File: src/rtl/i2c_conv_pkg.sv
`timescale 1ns/1ps
package i2c_conv_pkg;
  localparam int BYTE_W = 8;
  localparam int CNT_W  = $clog2(BYTE_W + 1);

  typedef enum logic [2:0] {
    ST_IDLE, ST_ADDR, ST_ADDR_ACK, ST_WR_DATA,
    ST_WR_ACK, ST_RD_BYTE, ST_RD_ACK, ST_IGNORE
  } busState_e;

  // strobes from control to datapath
  typedef struct packed {
    logic cntClr;
    logic bitTick;
    logic setPull;
    logic clrPull;
    logic txLoad;
    logic txShift;
    logic cfgLoad;
    logic convPulse;
  } dpCmd_t;

  // events from datapath to control
  typedef struct packed {
    logic sclRise;
    logic sclFall;
    logic startDet;
    logic stopDet;
    logic byteDone;
  } busEv_t;
endpackage

File: src/rtl/i2c_conv_dp.sv
`timescale 1ns/1ps
module i2c_conv_dp
  import i2c_conv_pkg::*;
#(
  parameter int          RES_BYTES   = 2,
  parameter int          SYNC_STAGES = 2,
  parameter logic [7:0]  CFG_RESET   = 8'h00
) (
  input  logic                        clk,
  input  logic                        rstN,
  input  logic                        sclIn,
  input  logic                        sdaIn,
  input  dpCmd_t                      cmd,
  input  logic [RES_BYTES*BYTE_W-1:0] resultIn,
  output busEv_t                      ev,
  output logic [BYTE_W-1:0]           rxByte,
  output logic                        sdaPull,
  output logic [BYTE_W-1:0]           cfgOut,
  output logic                        convStart
);
  localparam int RES_W = RES_BYTES * BYTE_W;

  logic [SYNC_STAGES-1:0] sclPipe, sdaPipe;
  logic sclS, sdaS, sclD, sdaD;

  // synchroniser chains, idle bus is high
  generate
    if (SYNC_STAGES == 1) begin : g_sync1
      always_ff @(posedge clk or negedge rstN)
        if (!rstN) begin
          sclPipe <= '1;
          sdaPipe <= '1;
        end else begin
          sclPipe <= sclIn;
          sdaPipe <= sdaIn;
        end
    end else begin : g_syncN
      always_ff @(posedge clk or negedge rstN)
        if (!rstN) begin
          sclPipe <= '1;
          sdaPipe <= '1;
        end else begin
          sclPipe <= {sclPipe[SYNC_STAGES-2:0], sclIn};
          sdaPipe <= {sdaPipe[SYNC_STAGES-2:0], sdaIn};
        end
    end
  endgenerate

  assign sclS = sclPipe[SYNC_STAGES-1];
  assign sdaS = sdaPipe[SYNC_STAGES-1];

  always_ff @(posedge clk or negedge rstN)
    if (!rstN) begin
      sclD <= 1'b1;
      sdaD <= 1'b1;
    end else begin
      sclD <= sclS;
      sdaD <= sdaS;
    end

  logic [CNT_W-1:0]  bitCnt;
  logic [BYTE_W-1:0] rxReg;
  logic [RES_W-1:0]  txReg;
  logic              pullQ, convQ;
  logic [BYTE_W-1:0] cfgQ;

  assign ev.sclRise  = sclS & ~sclD;
  assign ev.sclFall  = ~sclS & sclD;
  assign ev.startDet = sclS & sclD & sdaD & ~sdaS;
  assign ev.stopDet  = sclS & sclD & ~sdaD & sdaS;
  assign ev.byteDone = (bitCnt == CNT_W'(BYTE_W));

  // receive shifter and bit counter
  always_ff @(posedge clk or negedge rstN)
    if (!rstN) begin
      bitCnt <= '0;
      rxReg  <= '0;
    end else if (cmd.cntClr) begin
      bitCnt <= '0;
    end else if (cmd.bitTick) begin
      bitCnt <= bitCnt + 1'b1;
      rxReg  <= {rxReg[BYTE_W-2:0], sdaS};
    end

  // transmit shifter: word captured once per conversion request
  always_ff @(posedge clk or negedge rstN)
    if (!rstN)             txReg <= '0;
    else if (cmd.txLoad)   txReg <= resultIn;
    else if (cmd.txShift)  txReg <= {txReg[RES_W-2:0], 1'b0};

  // SDA pull-down register
  always_ff @(posedge clk or negedge rstN)
    if (!rstN)             pullQ <= 1'b0;
    else if (cmd.clrPull)  pullQ <= 1'b0;
    else if (cmd.setPull)  pullQ <= 1'b1;
    else if (cmd.txLoad)   pullQ <= ~resultIn[RES_W-1];
    else if (cmd.txShift)  pullQ <= ~txReg[RES_W-2];

  always_ff @(posedge clk or negedge rstN)
    if (!rstN)             cfgQ <= CFG_RESET;
    else if (cmd.cfgLoad)  cfgQ <= rxReg;

  always_ff @(posedge clk or negedge rstN)
    if (!rstN) convQ <= 1'b0;
    else       convQ <= cmd.convPulse;

  assign rxByte    = rxReg;
  assign sdaPull   = pullQ;
  assign cfgOut    = cfgQ;
  assign convStart = convQ;


  conv_pulse_chk: assert property (@(posedge clk) disable iff (!rstN)
    convQ |=> !convQ);

  stop_release_chk: assert property (@(posedge clk) disable iff (!rstN)
    ev.stopDet |=> !pullQ);

  pull_after_fall_chk: assert property (@(posedge clk) disable iff (!rstN)
    $rose(pullQ) |-> $past(ev.sclFall));
endmodule

File: src/rtl/i2c_conv_ctrl.sv
`timescale 1ns/1ps
module i2c_conv_ctrl
  import i2c_conv_pkg::*;
#(
  parameter logic [6:0] ADDR_BASE = 7'h28,
  parameter int         RES_BYTES = 2
) (
  input  logic              clk,
  input  logic              rstN,
  input  busEv_t            ev,
  input  logic [BYTE_W-1:0] rxByte,
  input  logic              addrSel,
  output dpCmd_t            cmd,
  output busState_e         state
);
  localparam int IDX_W = (RES_BYTES > 1) ? $clog2(RES_BYTES) : 1;
  localparam logic [IDX_W-1:0] LAST_IDX = IDX_W'(RES_BYTES - 1);

  busState_e      stateQ, nxt;
  logic [IDX_W-1:0] byteIdx, nxtIdx;
  logic           addrHit, masterAck;

  // the master code 00001xxx can never equal the address, so it lands in ST_IGNORE
  assign addrHit   = (rxByte[7:1] == {ADDR_BASE[6:1], addrSel});
  assign masterAck = ~rxByte[0];

  always_comb begin
    cmd    = '0;
    nxt    = stateQ;
    nxtIdx = byteIdx;
    if (ev.stopDet) begin
      cmd.clrPull = 1'b1;
      nxt         = ST_IDLE;
    end else if (ev.startDet) begin
      cmd.clrPull = 1'b1;
      cmd.cntClr  = 1'b1;
      nxt         = ST_ADDR;
    end else begin
      unique case (stateQ)
        ST_ADDR: begin
          if (ev.sclRise) cmd.bitTick = 1'b1;
          else if (ev.sclFall && ev.byteDone) begin
            if (addrHit) begin
              cmd.setPull = 1'b1;
              nxt         = ST_ADDR_ACK;
            end else begin
              nxt = ST_IGNORE;
            end
          end
        end
        ST_ADDR_ACK: begin
          if (ev.sclFall) begin
            cmd.cntClr = 1'b1;
            if (rxByte[0]) begin
              cmd.txLoad    = 1'b1;
              cmd.convPulse = 1'b1;
              nxtIdx        = '0;
              nxt           = ST_RD_BYTE;
            end else begin
              cmd.clrPull = 1'b1;
              nxt         = ST_WR_DATA;
            end
          end
        end
        ST_WR_DATA: begin
          if (ev.sclRise) cmd.bitTick = 1'b1;
          else if (ev.sclFall && ev.byteDone) begin
            cmd.cfgLoad = 1'b1;
            cmd.setPull = 1'b1;
            nxt         = ST_WR_ACK;
          end
        end
        ST_WR_ACK: begin
          if (ev.sclFall) begin
            cmd.clrPull = 1'b1;
            nxt         = ST_IGNORE;
          end
        end
        ST_RD_BYTE: begin
          if (ev.sclRise) cmd.bitTick = 1'b1;
          else if (ev.sclFall) begin
            if (ev.byteDone) begin
              cmd.clrPull = 1'b1;
              cmd.cntClr  = 1'b1;
              nxt         = ST_RD_ACK;
            end else begin
              cmd.txShift = 1'b1;
            end
          end
        end
        ST_RD_ACK: begin
          if (ev.sclRise) cmd.bitTick = 1'b1;
          else if (ev.sclFall) begin
            cmd.cntClr = 1'b1;
            if (!masterAck) begin
              nxt = ST_IGNORE;
            end else if (byteIdx != LAST_IDX) begin
              cmd.txShift = 1'b1;
              nxtIdx      = IDX_W'(byteIdx + 1'b1);
              nxt         = ST_RD_BYTE;
            end else begin
              cmd.txLoad    = 1'b1;
              cmd.convPulse = 1'b1;
              nxtIdx        = '0;
              nxt           = ST_RD_BYTE;
            end
          end
        end
        default: ;
      endcase
    end
  end

  always_ff @(posedge clk or negedge rstN)
    if (!rstN) begin
      stateQ  <= ST_IDLE;
      byteIdx <= '0;
    end else begin
      stateQ  <= nxt;
      byteIdx <= nxtIdx;
    end

  assign state = stateQ;


  ack_after_byte_chk: assert property (@(posedge clk) disable iff (!rstN)
    (stateQ == ST_ADDR_ACK) |-> $past(stateQ == ST_ADDR || stateQ == ST_ADDR_ACK));
endmodule

File: src/rtl/i2c_conv_target.sv
`timescale 1ns/1ps
module i2c_conv_target
  import i2c_conv_pkg::*;
#(
  parameter logic [6:0] ADDR_BASE   = 7'h28,
  parameter int         RES_BYTES   = 2,
  parameter int         SYNC_STAGES = 2,
  parameter logic [7:0] CFG_RESET   = 8'h00
) (
  input  logic                        clk,
  input  logic                        rstN,
  input  logic                        sclIn,
  input  logic                        sdaIn,
  output logic                        sdaPull,
  input  logic                        addrSel,
  output logic [7:0]                  cfgOut,
  output logic                        convStart,
  input  logic [RES_BYTES*BYTE_W-1:0] resultIn
);
  dpCmd_t            cmd;
  busEv_t            ev;
  logic [BYTE_W-1:0] rxByte;
  busState_e         state;

  i2c_conv_ctrl #(.ADDR_BASE(ADDR_BASE), .RES_BYTES(RES_BYTES)) u_ctrl (
    .clk(clk), .rstN(rstN), .ev(ev), .rxByte(rxByte),
    .addrSel(addrSel), .cmd(cmd), .state(state)
  );

  i2c_conv_dp #(.RES_BYTES(RES_BYTES), .SYNC_STAGES(SYNC_STAGES),
                .CFG_RESET(CFG_RESET)) u_dp (
    .clk(clk), .rstN(rstN), .sclIn(sclIn), .sdaIn(sdaIn), .cmd(cmd),
    .resultIn(resultIn), .ev(ev), .rxByte(rxByte), .sdaPull(sdaPull),
    .cfgOut(cfgOut), .convStart(convStart)
  );


  ignore_quiet_chk: assert property (@(posedge clk) disable iff (!rstN)
    (state == ST_IGNORE) |-> !sdaPull);

  cfg_write_chk: assert property (@(posedge clk) disable iff (!rstN)
    !$stable(cfgOut) |-> (state == ST_WR_ACK));

  idle_quiet_chk: assert property (@(posedge clk) disable iff (!rstN)
    (state == ST_IDLE) |-> (!sdaPull && !convStart));

  conv_source_chk: assert property (@(posedge clk) disable iff (!rstN)
    convStart |-> $past(state == ST_ADDR_ACK || state == ST_RD_ACK));
endmodule

File: config.mk
export PLATFORM = sky130hd
export DESIGN_NAME = i2c_conv_target
export DESIGN_NICKNAME = d
export VERILOG_FILES = /design/src/rtl/i2c_conv_pkg.sv /design/src/rtl/i2c_conv_dp.sv /design/src/rtl/i2c_conv_ctrl.sv /design/src/rtl/i2c_conv_target.sv
export SDC_FILE = /design/constraint.sdc
export NUM_CORES = 1
export LEC_CHECK = 0
export CAP_MARGIN = 20
export CORE_UTILIZATION = 32
export CTS_CLUSTER_DIAMETER = 150
export DETAILED_ROUTE_END_ITERATION = 10
export GPL_ROUTABILITY_DRIVEN = 0
export PLACE_DENSITY = 0.48
export SLEW_MARGIN = 15
export SYNTH_ARGS = -nofsm -noshare
export SYNTH_HDL_FRONTEND = slang
export SYNTH_HIERARCHICAL = 1
export SYNTH_SLANG_ARGS = --single-unit
export TNS_END_PERCENT = 1
File: constraint.sdc
create_clock -name clk -period 6.3 [get_ports clk]
set_clock_uncertainty 0.15 [all_clocks]
set_input_delay 1.26 -clock clk [delete_from_list [all_inputs] [get_ports clk]]
set_output_delay 1.26 -clock clk [all_outputs]
set_load 0.02 [all_outputs]
==> results by group, run 1 <==
Status
  – Status: finished, final reports clean

Worst setup path
  – Worst Path Max Fanout: 8
  – Setup crit end: u_dp/rxByte[6]$_DFFE_PN0P_
  – Slowest CP cell: or4_1
  – CP startpoint: u_dp/sclD$_DFF_PN1_
  – Worst reg2reg path depth: 6
  – Crit. End Element: register
  – CP peak stage delay: 570 ps
  – FF-to-FF End: u_dp/rxByte[6]$_DFFE_PN0P_
  – Critical Path Source Type: register
  – Worst R2R Setup Slack: 3360 ps
  – Critical path class: register to register
  – Crit Reg-Reg Startpoint: u_dp/sclD$_DFF_PN1_
  – Critical Path RT: approximately 6300 ps
  – Arrival @ worst endpoint: between 2000 and 3000 ps
  – Cell Chain, Critical Path: nor2b_1 > inv_1 > or4_1 > a21oi_1 > nor2b_4 > mux2_4

Clock network
  – Clock Path Buffers: 2
  – H-tree depth: 2
  – Post-CTS sizing: 0
  – Clock transition at path regs: 90 ps
  – CTS Sinks: 47
  – CTS tree: done
  – CTS Buf Count: 5
  – Hold-fix buffers, CTS: 0
  – Root buf cell: clkbuf_8
  – Worst-Skew Late Latency: 300 ps
  – Setup bufs post-CTS: 0

Die
  – Die height: 87.0 um
  – Die ar.: 7560 sq um
  – Core Footprint: 6870 sq um
  – Floorplan row count: 30
  – Num ports: 31
  – Initial Util: 33.6%
  – Die W: 87.0 um

Detailed routing
  – Post-DRT Antenna Nets: 0
  – Vias: 1541
  – Iteration count of the initial detailed-routing pass: 4
  – Routed wire length: a little over 4000 um
  – Avg WL per Cell: 12.6 um
  – DRT iter0 DRCs: 87
  – Vias/cell: between 4 and 5
  – Residual DRC count: 0

Layout
  – Ant diodes: 0
  – Nets: 254
  – Share of post-route cells with drive strength above 1: 18.5%
  – Area Growth Syn to Fin: 20.7%
  – Fin cells: 328
  – Fin area: 2790 sq um

Power
  – Max VDD drop: 146 uV
  – PwrDens: 347 nW/um^2
  – Leakage power: between 0.001 and 0.0015 uW

Timing
  – Final setup violation count: 0
  – Fin Setup TNS: 0 ps
  – Final worst path period share: between 40 and 50%
  – RSZ-0062 raised after global routing: false
  – Slew HR: 59.7%
  – Worst slew pin tran: 604 ps
  – Fmax: 0.340 GHz
  – Final hold vios: 0
  – Period minus WS final: 2940 ps
  – Smallest hold slack: around 210 ps
  – Final WS setup: between 3000 and 4000 ps
  – Final Slew Violations: 0

Global routing
  – Largest net degree at the start of global routing: 48
  – Vias in the first global route: between 1k and 1.5k
  – First-pass GRT wire length: 7340 um
  – Gr ovfl total: 0
  – Initial antenna violation count: 0
  – GRT Overall Usage: between 10 and 15%

Placement
  – HPWL after DPL: 2800 um
  – PortBufs: 30
  – Dpl cell area: between 2000 and 3000 sq um
  – Worst slack at placement: 3210 ps
  – Placed cells: 320

Synthesis
  – Sequential fraction of the synthesis area: 51.2%
  – Syn nets: 226
  – Count of state elements after synthesis: 47
  – Post-synth EDFFs: 0
  – Post-Syn Area: ~2300 sq um
  – Ys async rst share: 100%
  – Synthesized instance count: 203
  – Synth Flop Type: dfrtp_1
  – Synth cell types: 51
  – Synth warn: 6
  – Syn Area/Cell: approximately 11 sq um

Run
  – Max cap viols: 0

Worst hold path
  – Hold WC Path Type: register to register
==> area by class of cell <==
| cell class | instances | area (sq um) |
|---|---|---|
| clock buffers | 5 | 68.8 |
| clock inverters | 3 | 43.8 |
| well taps | 96 | 120 |
| multi-input cells | 140 | 1040 |
| flip-flops and latches | 47 | 1180 |
| fillers | 649 | 4080 |
| repair buffers | 33 | 318 |
| inverters | 4 | 15.0 |
==> metrics by stage <==
step	util, %	total power, uW
5_1_grt	40.6	1040
4_1_cts	40.6	981
3_5_place_dp	38.9	753
6_report	40.6	967
2_1_floorplan	-	683
3_3_place_gp	38.9	752
==> cells by family after synthesis <==
logic type	after synthesis	share of synthesized area (%)
adders and majority gates	2	1.08
xor gates and xnor gates	4	1.52
and+or+nand+nor	62	14.1
DFF	47	51.2
buffers and inverters	16	4.17
AOI/OAI and AO/OA	39	11.3
muxes	33	16.6
==> Yosys cell counts, types with 3 or more instances <==
| library cell | count | area [sq um] |
|---|---|---|
| dfstp_2 | 6 | 158 |
| o21ai_0 | 16 | 80.1 |
| dfrtp_1 | 41 | 1030 |
| a21oi_1 | 6 | 30.0 |
| nor2_1 | 10 | 37.5 |
| buf_6 | 3 | 33.8 |
| nor2b_1 | 4 | 25.0 |
| xnor2_1 | 3 | 26.3 |
| mux2_2 | 10 | 113 |
| mux2i_1 | 15 | 150 |
| buf_2 | 4 | 20.0 |
| mux2_4 | 8 | 120 |
| nand2_1 | 22 | 82.6 |
| inv_1 | 4 | 15.0 |
| nand2b_1 | 6 | 37.5 |
==> power by group <==
part / switching [uW] / internal, uW / total [uW]
registers: 96.0 / 390 / 486
clock network: 105 / 118 / 223
logic: 107 / 151 / 258
==> how the worst min path moves through the flow <==
stage	from	endpoint	slack, ps	depth (start not counted)
6_report	u_dp/sclPipe[0]$_DFF_PN1_	u_dp/sclPipe[1]$_DFF_PN1_	210	0
5_1_grt	u_dp/sclPipe[0]$_DFF_PN1_	u_dp/sclPipe[1]$_DFF_PN1_	210	0
4_1_cts	u_dp/sclPipe[0]$_DFF_PN1_	u_dp/sclPipe[1]$_DFF_PN1_	210	0
3_5_place_dp	u_dp/sclPipe[0]$_DFF_PN1_	u_dp/sclPipe[1]$_DFF_PN1_	200	0
3_3_place_gp	u_dp/sdaPipe[0]$_DFF_PN1_	u_dp/sdaPipe[1]$_DFF_PN1_	200	0
2_1_floorplan	u_dp/sclPipe[0]$_DFF_PN1_	u_dp/sclPipe[1]$_DFF_PN1_	200	0
==> registers in the layout, summed over array words and instances (netlist names) <==
name / flops
u_dp/txReg: 15
u_dp/cfgOut: 8
u_dp/rxByte: 8
u_dp/bitCnt: 4
u_ctrl/state: 3
u_dp/sclPipe: 2
u_dp/sdaPipe: 2
u_ctrl/byteIdx: 1
u_dp/convStart: 1
u_dp/sclD: 1
u_dp/sdaD: 1
u_dp/sdaPull: 1
==> worst max-delay path: cells and delay by family, from the launching register on <==
kind                   cells  cell delay (ps)
AOI/OAI and AO/OA          1              510
buffers and inverters      1              110
DFF                        1              540
muxes                      1              330
and+or+nand+nor            3             1200
==> placed cells by master (no fill, tap or decap), types with 6 or more instances in the layout <==
master	instances
dfrtp_1	41
clkdlybuf4s50_1	29
nand2_1	22
o21ai_0	16
mux2i_1	15
nor2_1	10
mux2_2	10
mux2_4	8
nand2b_1	6
dfstp_2	6
==> routing by layer <==
layer	global-route usage (%)	up-vias	part of all wire [%]	routed length, um
li1	-	771	-	-
met1	17.2	741	50	2070
met2	19.2	23	45	1840
met3	2.84	6	3.3	135
met4	5.76	0	2.0	82
met5	0	-	0	0
(Power assumes the default switching activity.)
==> inputs of run 2 (changes only) <==
Clock period 6.3 ns to 2.87 ns, I/O delays scaled along.
==> run 2 against run 1 <==
Register-to-register slack lost 3000 ps; combinational power grew to 2.6 times the previous value; global-route usage grew 0.40 points; final area grew 1.6%; sequential power grew 110%; core utilization grew 0.64 points; maximum frequency grew 18%; clock-buffer cell count is the same; critical path type unchanged; non-clock buffer count grew 9; critical endpoint is now u_dp/txReg[7]$_DFFE_PN0P_; largest cell class unchanged; first-iteration DRC count grew 1.1%; final cell count grew 2.7%; hold slack gained 0.70 ps.
==> results by group, run 2 (same netlist as run 1, synthesis figures left out) <==
Die
  – Core Footprint: 6870 sq um
  – Die W: 87.0 um
  – Initial Util: 33.6%
  – Die ar.: about 7600 sq um
  – Floorplan row count: 30
  – Num ports: 31
  – Die height: roughly 87 um

Clock network
  – Hold-fix buffers, CTS: 0
  – CTS tree: done
  – CTS Sinks: 47
  – Clock Path Buffers: 2
  – Worst-Skew Late Latency: about 300 ps
  – CTS Buf Count: 5
  – Post-CTS sizing: 0
  – Clock transition at path regs: 90 ps
  – H-tree depth: 2
  – Root buf cell: clkbuf_8
  – Setup bufs post-CTS: 0

Timing
  – Final WS setup: between 300 and 400 ps
  – Fmax: 0.402 GHz
  – Final Slew Violations: 0
  – Fin Setup TNS: 0 ps
  – Final setup violation count: 0
  – Final hold vios: 0
  – RSZ-0062 raised after global routing: false
  – Final worst path period share: 86.7%
  – Slew HR: 50.6%
  – Period minus WS final: between 2000 and 2500 ps
  – Worst slew pin tran: ~740 ps

Layout
  – Commonest non-fill, non-tap cells in the layout: dfrtp_1 (41), clkdlybuf4s50_1 (29), nand2_1 (22)
  – Filler cell count: 667
  – Share of post-route cells with drive strength above 1: 21.6%
  – Commonest non-fill, non-tap cell in the layout: dfrtp_1
  – Fin area: 2830 sq um
  – Area Growth Syn to Fin: 22.6%
  – Largest register FFs: 15
  – Largest register by flop count: u_dp/txReg
  – Nets: 263
  – Ant diodes: 0

Detailed routing
  – Iteration count of the initial detailed-routing pass: 4
  – Vias: 1562
  – Routed wire length: approximately 4200 um
  – Vias/cell: 4.64
  – Avg WL per Cell: 12.5 um
  – Post-DRT Antenna Nets: 0
  – DRT iter0 DRCs: 88
  – Residual DRC count: 0

Power
  – Logic gate share of total power: 32.6%
  – PwrDens: 732 nW/um^2
  – Clock share of power: 19.0%
  – Leakage power: 0.00113 uW
  – Net switching power: 676 uW
  – Max VDD drop: 297 uV
  – Switch share: between 30% and 40%
  – Internal power: around 1400 uW
  – Reg power frac: 48.4%

Run
  – Max cap viols: 0

Worst setup path
  – Setup crit end: u_dp/txReg[7]$_DFFE_PN0P_
  – Arrival @ worst endpoint: between 2000 and 3000 ps
  – FF-to-FF End: u_dp/txReg[7]$_DFFE_PN0P_
  – Critical path class: register to register
  – Critical Path Stages: 10
  – Crit. End Element: register
  – Critical Path Source Type: register
  – Cell Chain, Critical Path: inv_1 > ha_1 > nand2_1 > nor2_1 > nor2_1 > a22oi_1 > nor3_2 > buf_4 > mux2i_1 > o21ai_0
  – Worst reg2reg path depth: 10
  – CP delay by family, top: simple AND/OR/NAND/NOR gates
  – Slowest CP cell: nor3_2
  – Crit Reg-Reg Startpoint: u_dp/bitCnt[0]$_DFFE_PN0P_
  – Critical Path RT: roughly 2900 ps
  – Buf/Inv on CP: 2
  – Worst Path Max Fanout: 9
  – Worst R2R Setup Slack: about 380 ps
  – CP startpoint: u_dp/bitCnt[0]$_DFFE_PN0P_
  – CP peak stage delay: 630 ps
  – Crit-path most repeated cell: nor2_1

Global routing
  – First-pass GRT wire length: 7640 um
  – Vias in the first global route: 1603
  – Initial antenna violation count: 0
  – Largest net degree at the start of global routing: 48
  – Gr ovfl total: 0
  – GRT Overall Usage: a little over an eighth

Placement
  – Dpl cell area: roughly 2700 sq um
  – HPWL after DPL: 2930 um
  – Worst slack at placement: 319 ps
  – PortBufs: 30

Status
  – Status: finished, final reports clean

Worst hold path
  – Hold WC Path Type: input pin to asynchronous set/reset pin
## run 2: cell count changes in the layout (fill, tap and decap cells not counted)
| cell | previous run | this run |
|---|---|---|
| bufinv_16 | 1 | 0 |
| clkinvlp_4 | 0 | 2 |
| clkinv_4 | 1 | 0 |
| buf_4 | 3 | 12 |
## run 2: worst min-delay path by stage
stage                                             to  cells after the start                 startpoint  slack (ps)
final                      u_dp/txReg[7]$_DFFE_PN0P_                      2                       rstN         210
after global routing       u_dp/sclPipe[1]$_DFF_PN1_                      0  u_dp/sclPipe[0]$_DFF_PN1_         210
after CTS                  u_dp/sclPipe[1]$_DFF_PN1_                      0  u_dp/sclPipe[0]$_DFF_PN1_         210
after detailed placement   u_dp/sdaPipe[1]$_DFF_PN1_                      0  u_dp/sdaPipe[0]$_DFF_PN1_         200
after global placement     u_dp/sdaPipe[1]$_DFF_PN1_                      0  u_dp/sdaPipe[0]$_DFF_PN1_         200
after floorplan           u_ctrl/byteIdx$_DFFE_PN0P_                      0                       rstN         130
## run 2: cell type report
type                    instances  area (sq um)  area share [%]
clock inverters                 3          20.0           0.707
multi-input cells             140          1040            36.7
flip-flops and latches         47          1180            41.8
repair buffers                 42           385            13.6
inverters                       4          15.0           0.530
well taps                      96           120            4.24
clock buffers                   5          68.8            2.43
## run 2: power groups by stage
stage / Sequential (uW) / Combinational (uW) / Clock (uW)
after floorplan: 991 / 509 / 0
after global placement: 1020 / 690 / 0
after detailed placement: 1020 / 683 / 0
after CTS: 1010 / 688 / 420
after global routing: 1040 / 770 / 451
final: 1000 / 676 / 395
## run 2: layer usage
| layer | up-vias | part of all wire [%] | global-route usage, % |
|---|---|---|---|
| met5 | - | 0 | 0 |
| met4 | 0 | 1.7 | 5.00 |
| met3 | 6 | 3.3 | 2.56 |
| met2 | 26 | 45 | 19.3 |
| met1 | 747 | 50 | 18.8 |
| li1 | 783 | - | - |
## run 2: per-stage QoR
step           hold WS [ps]  total power [uW]  util, %  cells
2_1_floorplan           128              1500        -    203
3_3_place_gp            196              1710     39.9    329
3_5_place_dp            197              1700     39.9    329
4_1_cts                 211              2110     41.2    337
5_1_grt                 214              2260     41.2    337
6_report                209              2070     41.2    337
